### src/rtl/i2c_addr_pkg.sv
package i2c_addr_pkg;
  localparam int ADDR_W = 10;
  localparam int BYTE_W = 8;
  localparam int SEV_W  = 7;

  typedef enum logic [2:0] {
    ST_IDLE, ST_FIRST, ST_SECOND, ST_DONE, ST_IGNORE
  } recState_e;

  typedef enum logic [2:0] {
    K_NONE, K_SEVEN, K_GC, K_SMB, K_TENWR, K_TENRD
  } matchKind_e;

  // comparator results from datapath to control
  typedef struct packed {
    logic hdrHit;   // 11110 + own[9:8]
    logic rdBit;    // byte bit 0
    logic lowHit;   // byte == own[7:0]
    logic own7Hit;  // byte[7:1] == own[6:0]
    logic gcHit;    // enabled general call write
    logic smbHit;   // enabled reserved SMBus code
  } cmpFlags_t;

  // strobes from control to datapath
  typedef struct packed {
    logic       ack;
    logic       ackYes;
    logic       match;
    matchKind_e kind;
  } ctrlStrb_t;

  function automatic logic [SEV_W-1:0] smbCode(input int idx);
    case (idx)
      0:       return 7'h08;
      1:       return 7'h0C;
      default: return 7'h61;
    endcase
  endfunction
endpackage

### src/rtl/i2c_addr_dp.sv
module i2c_addr_dp
  import i2c_addr_pkg::*;
#(
  parameter int NUM_SMB = 3
) (
  input  logic              clk,
  input  logic              rst_n,
  input  logic [ADDR_W-1:0] cfgOwnAddr,
  input  logic              cfgGenCallEn,
  input  logic              cfgSmbusEn,
  input  logic              byteValid,
  input  logic [BYTE_W-1:0] byteData,
  input  ctrlStrb_t         strb,
  output cmpFlags_t         cmp,
  output logic              ackValid,
  output logic              ackYes,
  output logic              matchPulse,
  output logic              dirRead,
  output logic              genCall,
  output logic [ADDR_W-1:0] matchedAddr
);
  localparam int PAD_W = ADDR_W - SEV_W;

  logic [NUM_SMB-1:0] smbVec;

  for (genvar i = 0; i < NUM_SMB; i++) begin : g_smb
    assign smbVec[i] = (byteData[BYTE_W-1:1] == smbCode(i));
  end

  always_comb begin
    cmp.hdrHit  = (byteData[7:3] == 5'b11110) && (byteData[2:1] == cfgOwnAddr[9:8]);
    cmp.rdBit   = byteData[0];
    cmp.lowHit  = (byteData == cfgOwnAddr[7:0]);
    cmp.own7Hit = (byteData[BYTE_W-1:1] == cfgOwnAddr[SEV_W-1:0]);
    cmp.gcHit   = cfgGenCallEn && (byteData == '0);
    cmp.smbHit  = cfgSmbusEn && (|smbVec);
  end

  always_ff @(posedge clk or negedge rst_n) begin
    if (!rst_n) begin
      ackValid    <= 1'b0;
      ackYes      <= 1'b0;
      matchPulse  <= 1'b0;
      dirRead     <= 1'b0;
      genCall     <= 1'b0;
      matchedAddr <= '0;
    end else begin
      ackValid   <= strb.ack;
      ackYes     <= strb.ack && strb.ackYes;
      matchPulse <= strb.match;
      if (strb.match) begin
        unique case (strb.kind)
          K_SEVEN, K_SMB: begin
            dirRead     <= byteData[0];
            genCall     <= 1'b0;
            matchedAddr <= {{PAD_W{1'b0}}, byteData[BYTE_W-1:1]};
          end
          K_GC: begin
            dirRead     <= 1'b0;
            genCall     <= 1'b1;
            matchedAddr <= '0;
          end
          K_TENWR: begin
            dirRead     <= 1'b0;
            genCall     <= 1'b0;
            matchedAddr <= cfgOwnAddr;
          end
          K_TENRD: begin
            dirRead     <= 1'b1;
            genCall     <= 1'b0;
            matchedAddr <= cfgOwnAddr;
          end
          default: ;
        endcase
      end
    end
  end

  // a decision only ever follows a byte strobe by one cycle
  p_ack_follows_byte_r2: assert property (@(posedge clk) disable iff (!rst_n)
    ackValid |-> $past(byteValid));

  // a match is always acknowledged
  p_match_acked_r2: assert property (@(posedge clk) disable iff (!rst_n)
    matchPulse |-> (ackValid && ackYes));

  // general-call result shape
  p_gc_shape_r7: assert property (@(posedge clk) disable iff (!rst_n)
    (matchPulse && genCall) |-> (matchedAddr == '0 && !dirRead));

  // match results hold between matches
  p_addr_hold_r10: assert property (@(posedge clk) disable iff (!rst_n)
    !matchPulse |-> ($stable(matchedAddr) && $stable(genCall) && $stable(dirRead)));
endmodule

### src/rtl/i2c_addr_ctrl.sv
module i2c_addr_ctrl
  import i2c_addr_pkg::*;
(
  input  logic      clk,
  input  logic      rst_n,
  input  logic      cfgTenBit,
  input  logic      startSeen,
  input  logic      stopSeen,
  input  logic      byteValid,
  input  logic      byteSecond,
  input  cmpFlags_t cmp,
  output ctrlStrb_t strb
);
  recState_e state, stateNxt;
  logic      tenMatched, tenMatchedNxt;

  always_comb begin
    stateNxt      = state;
    tenMatchedNxt = tenMatched;
    strb          = '{ack: 1'b0, ackYes: 1'b0, match: 1'b0, kind: K_NONE};

    if (stopSeen) begin
      stateNxt      = ST_IDLE;
      tenMatchedNxt = 1'b0;
    end else if (startSeen) begin
      stateNxt = ST_FIRST;
    end else if (byteValid) begin
      unique case (state)
        ST_FIRST: begin
          strb.ack = 1'b1;
          stateNxt = ST_IGNORE;
          tenMatchedNxt = 1'b0;
          if (byteSecond) begin
            strb.ackYes = 1'b0;
          end else if (cfgTenBit && cmp.hdrHit) begin
            if (!cmp.rdBit) begin
              strb.ackYes = 1'b1;
              stateNxt    = ST_SECOND;
            end else if (tenMatched) begin
              strb.ackYes   = 1'b1;
              strb.match    = 1'b1;
              strb.kind     = K_TENRD;
              stateNxt      = ST_DONE;
              tenMatchedNxt = 1'b1;
            end
          end else if (cmp.gcHit) begin
            strb.ackYes = 1'b1;
            strb.match  = 1'b1;
            strb.kind   = K_GC;
            stateNxt    = ST_DONE;
          end else if (!cfgTenBit && cmp.own7Hit) begin
            strb.ackYes = 1'b1;
            strb.match  = 1'b1;
            strb.kind   = K_SEVEN;
            stateNxt    = ST_DONE;
          end else if (cmp.smbHit) begin
            strb.ackYes = 1'b1;
            strb.match  = 1'b1;
            strb.kind   = K_SMB;
            stateNxt    = ST_DONE;
          end
        end
        ST_SECOND: begin
          strb.ack = 1'b1;
          if (byteSecond && cmp.lowHit) begin
            strb.ackYes   = 1'b1;
            strb.match    = 1'b1;
            strb.kind     = K_TENWR;
            stateNxt      = ST_DONE;
            tenMatchedNxt = 1'b1;
          end else begin
            stateNxt      = ST_IGNORE;
            tenMatchedNxt = 1'b0;
          end
        end
        default: ;
      endcase
    end
  end

  always_ff @(posedge clk or negedge rst_n) begin
    if (!rst_n) begin
      state      <= ST_IDLE;
      tenMatched <= 1'b0;
    end else begin
      state      <= stateNxt;
      tenMatched <= tenMatchedNxt;
    end
  end

  // input assumption: a byte never coincides with a bus condition
  p_byte_not_on_cond_r9: assert property (@(posedge clk) disable iff (!rst_n)
    !(byteValid && (startSeen || stopSeen)));

  // the ignore state holds until a bus condition
  p_ignore_hold_r3: assert property (@(posedge clk) disable iff (!rst_n)
    (state == ST_IGNORE && !startSeen && !stopSeen) |=> state == ST_IGNORE);

  // a 10-bit read match needs earlier 10-bit history
  p_tenrd_history_r6: assert property (@(posedge clk) disable iff (!rst_n)
    (strb.match && strb.kind == K_TENRD) |-> tenMatched);

  // STOP wipes the 10-bit history
  p_stop_clears_r11: assert property (@(posedge clk) disable iff (!rst_n)
    stopSeen |=> !tenMatched);
endmodule

### src/rtl/i2c_addr_match.sv
module i2c_addr_match
  import i2c_addr_pkg::*;
#(
  parameter int NUM_SMB = 3
) (
  input  logic              clk,
  input  logic              rst_n,
  input  logic [ADDR_W-1:0] cfgOwnAddr,
  input  logic              cfgTenBit,
  input  logic              cfgGenCallEn,
  input  logic              cfgSmbusEn,
  input  logic              startSeen,
  input  logic              stopSeen,
  input  logic              byteValid,
  input  logic [BYTE_W-1:0] byteData,
  input  logic              byteSecond,
  output logic              ackValid,
  output logic              ackYes,
  output logic              matchPulse,
  output logic              dirRead,
  output logic              genCall,
  output logic [ADDR_W-1:0] matchedAddr
);
  cmpFlags_t cmp;
  ctrlStrb_t strb;

  i2c_addr_ctrl i_ctrl (
    .clk       (clk),
    .rst_n     (rst_n),
    .cfgTenBit (cfgTenBit),
    .startSeen (startSeen),
    .stopSeen  (stopSeen),
    .byteValid (byteValid),
    .byteSecond(byteSecond),
    .cmp       (cmp),
    .strb      (strb)
  );

  i2c_addr_dp #(.NUM_SMB(NUM_SMB)) i_dp (
    .clk         (clk),
    .rst_n       (rst_n),
    .cfgOwnAddr  (cfgOwnAddr),
    .cfgGenCallEn(cfgGenCallEn),
    .cfgSmbusEn  (cfgSmbusEn),
    .byteValid   (byteValid),
    .byteData    (byteData),
    .strb        (strb),
    .cmp         (cmp),
    .ackValid    (ackValid),
    .ackYes      (ackYes),
    .matchPulse  (matchPulse),
    .dirRead     (dirRead),
    .genCall     (genCall),
    .matchedAddr (matchedAddr)
  );
endmodule

### config.mk
export PLATFORM = sky130hd
export DESIGN_NAME = i2c_addr_match
export DESIGN_NICKNAME = d
export VERILOG_FILES = /design/src/rtl/i2c_addr_pkg.sv /design/src/rtl/i2c_addr_dp.sv /design/src/rtl/i2c_addr_ctrl.sv /design/src/rtl/i2c_addr_match.sv
export SDC_FILE = /design/constraint.sdc
export NUM_CORES = 1
export LEC_CHECK = 0
export BUFFER_PORTS_ARGS = -buffer_cell sky130_fd_sc_hd__clkbuf_2
export CAP_MARGIN = 10
export CELL_PAD_IN_SITES_DETAIL_PLACEMENT = 1
export CELL_PAD_IN_SITES_GLOBAL_PLACEMENT = 2
export CORE_MARGIN = 4
export CORE_UTILIZATION = 32
export CTS_CLUSTER_SIZE = 8
export DETAILED_ROUTE_END_ITERATION = 8
export PLACE_DENSITY = 0.88
export SLEW_MARGIN = 20
export SYNTH_ARGS = -nofsm -noshare
export SYNTH_HDL_FRONTEND = slang
export SYNTH_SLANG_ARGS = --single-unit
### constraint.sdc
create_clock -name clk -period 4.1 [get_ports clk]
set_clock_uncertainty 0.1 [all_clocks]
set_input_delay 0 -clock clk [delete_from_list [all_inputs] [get_ports clk]]
set_output_delay 0 -clock clk [all_outputs]
set_load 0.01 [all_outputs]
==> flow_metrics.env <==
export IMPL_cp_num_buf_inv=3
export IMPL_power_density_nw_per_um2=256.8
export IMPL_grt_start_max_net_pins=20
export IMPL_drc=0
export IMPL_synthesis_area_um2=1220
export IMPL_hold_viol_final=0
export IMPL_vias_per_cell=5.236
export IMPL_gp_congestion=0.8015
export IMPL_cpMostUsedCell="dlygate4sd3_1"
export IMPL_timing_final_ws_setup_ns=1.516
export IMPL_antenna_found_initial=0
export IMPL_worstRegToRegCells=6
export IMPL_postRouteWirelength_mm=3.564
export IMPL_peakVddDrop_mv=0.1289
export IMPL_r2r_end="i_ctrl.tenMatched"
export IMPL_clock_tree_buffer_depth=2
export IMPL_hold_path_depth=4
export IMPL_drt_iter0_drc=47
export IMPL_max_slew_margin_pct=50.54
export IMPL_min_from="byteSecond"
export IMPL_slowest_delay_ns=0.65
export IMPL_nFillCells=429
export IMPL_crit_reg2reg_launch="i_ctrl.state[1]"
export IMPL_cts_tree="built"
export IMPL_post_cts_buffers=0
export IMPL_nets=196
export IMPL_numCtsBuffers=3
export IMPL_grt_pass1_vias=1203
export IMPL_start_util_pct=33.32
export IMPL_drtPass1Iterations=4
export IMPL_path_max_fanout=7
export IMPL_crit_required_ns=4.19
export IMPL_hold_end="i_ctrl.state[0]"
export IMPL_synth_area_per_cell_um2=10.34
export IMPL_end_kind="flop"
export IMPL_path_cells="dlygate4sd3_1, clkbuf_2, xnor2_1, nand4_1, or4_1, a311oi_1, dlygate4sd3_1"
export IMPL_postCtsHoldBufs=9
export IMPL_crit_type="in2reg"
export IMPL_min_path_type="in2reg"
export IMPL_fin_setup_tns_ns=0
export IMPL_die_x_um=69.75
export IMPL_diodes=0
export IMPL_worst_pin_slew_ns=0.7317
export IMPL_yosysSeqAreaShare_pct=38.97
export IMPL_worstSetupStartpointType="input pin"
export IMPL_dpl_worst_slack_ns=1.810
export IMPL_vias=1131
export IMPL_dpl_hpwl_mm=2.740
export IMPL_async_flop_share_pct=100.0
export IMPL_clk_insertion_delay_late_ns=0.25
export IMPL_rrSetupSlack_ns=1.57
export IMPL_drive_above_1_share_pct=37.50
export IMPL_cap_violations=0
export IMPL_outcome="completed"
export IMPL_leakagePower_nw=0.7299
export IMPL_crit_family="buffers and inverters"
export IMPL_slowest_stage="or4_1"
export IMPL_synth_nets=145
export IMPL_synth_cell_types=36
export IMPL_cts_resized=0
export IMPL_clock_sinks=19
export IMPL_yosysWarnings=0
export IMPL_rsz0062_at_grt="false"
export IMPL_clk_pin_slew_worst_paths_ns=0.07
export IMPL_htreeDepth=1
export IMPL_worstPathArrival_ns=2.68
export IMPL_ys_seq_elements=19
export IMPL_die_area_um2=4864
export IMPL_clock_fmax_mhz=386.9
export IMPL_synth_edff_count=0
export IMPL_ant_nets=0
export IMPL_ctsRootBufferMaster="clkbuf_8"
export IMPL_syn2layout_area_growth_pct=30.77
export IMPL_portBuffers=41
export IMPL_grt_usage_pct=15.29
export IMPL_grt_ovfl_total=0
export IMPL_maxSlewViolCount=0
export IMPL_period_share_pct=63.03
export IMPL_synthFlopType="dfrtp_1"
export IMPL_rows=22
export IMPL_setup_violations=0
export IMPL_core_area_um2=3661
export IMPL_die_h_um=69.75
export IMPL_io_pins=42
export IMPL_fin_crit_ns=2.584
export IMPL_grt_pass1_wl_mm=6.044
export IMPL_synth_cells=118
export IMPL_wl_per_cell_um=16.50
[worst register-to-register path, stage by stage (launching register included)]
cell           delay [ns]
dfrtp_1              0.43
xnor2_1              0.14
nor3b_1              0.60
nor2b_1              0.26
nor2_1               0.06
a311oi_1             0.27
dlygate4sd3_1        0.60
[logic make-up (layout without fill, tap and decap cells)]
kind of cell | after synthesis | in the layout | synth area share [%]
flops | 19 | 19 | 38.97
mux | 15 | 15 | 13.74
buf+inv | 6 | 56 | 2.667
simple gates | 45 | 45 | 21.44
xor+xnor | 18 | 18 | 12.92
compound gates | 15 | 15 | 10.26
[where the power goes]
part / internal [mW] / switching [mW] / total, mW
Clock: 0.0691 / 0.0659 / 0.135
Sequential: 0.191 / 0.00339 / 0.194
Combinational: 0.0374 / 0.0428 / 0.0801
[synthesized netlist by cell type (3+ instances only)]
library cell / instances / share of area, %
a21oi_1: 4 / 1.6
a22o_1: 4 / 2.9
dfrtp_1: 19 / 39
mux2_2: 14 / 13
nand2_1: 10 / 3.1
nand3_1: 4 / 1.6
nand4_1: 6 / 3.1
nor2_1: 6 / 1.8
nor4_1: 3 / 1.5
xnor2_1: 15 / 11
xor2_1: 3 / 2.2
[placed cells by master, fill, tap and decap left out, types with 3 or more instances in the layout]
master	instances
a21oi_1	4
a22o_1	4
clkbuf_2	41
clkbuf_8	3
dfrtp_1	19
dlygate4sd3_1	9
mux2_2	14
nand2_1	10
nand3_1	4
nand4_1	6
nor2_1	6
nor4_1	3
xnor2_1	15
xor2_1	3
[metrics by stage]
step	power, mW	hold slack, ns	utilization, %	instance area, µm²	cells
finish	0.4097	0.05321	43.57	1595	216
global route	0.4321	0.07753	43.57	1595	216
CTS	0.4109	0.04318	43.57	1595	216
detailed placement	0.2711	-0.1115	39.88	1460	203
global placement	0.2688	-0.1190	39.88	1460	203
floorplan	0.2361	-0.3956	-	1220	118
[how the worst max path moves through the flow]
stage | startpoint | to | slack, ns | depth (start not counted)
after CTS | byteData[0] | i_ctrl.tenMatched | 1.63 | 7
final | byteData[0] | i_ctrl.tenMatched | 1.52 | 7
after floorplan | i_ctrl.state[2] | i_dp.matchedAddr[4] | 2.14 | 5
after global placement | i_ctrl.state[2] | i_dp.matchedAddr[6] | 1.87 | 5
after global routing | i_ctrl.state[1] | i_ctrl.tenMatched | 1.34 | 6
after detailed placement | i_ctrl.state[2] | i_dp.matchedAddr[1] | 1.81 | 5
[state kept, by name (all words and copies together) (netlist names)]
signal,flops
i_ctrl.tenMatched,1
i_dp.ackValid,1
i_dp.matchedAddr,10
i_ctrl.state,3
i_dp.dirRead,1
i_dp.genCall,1
i_dp.ackYes,1
i_dp.matchPulse,1
[cell type report]
cell class | instances | area [µm²] | area share (%)
inverters | 2 | 7.507 | 0.4706
well taps | 48 | 60.06 | 3.765
multi-input cells | 93 | 711.9 | 44.63
repair buffers | 50 | 295.3 | 18.51
clock buffers | 4 | 45.04 | 2.824
flip-flops and latches | 19 | 475.5 | 29.80
[layer usage]
layer	routed length, µm	part of all wire (%)	global-route usage, %
met5	0	0	0
met4	24	0.67	3.617
met3	67	1.9	1.449
met2	1847	52	27.12
met1	1624	46	19.96
Note: power is estimated with default switching activity, not from simulation.
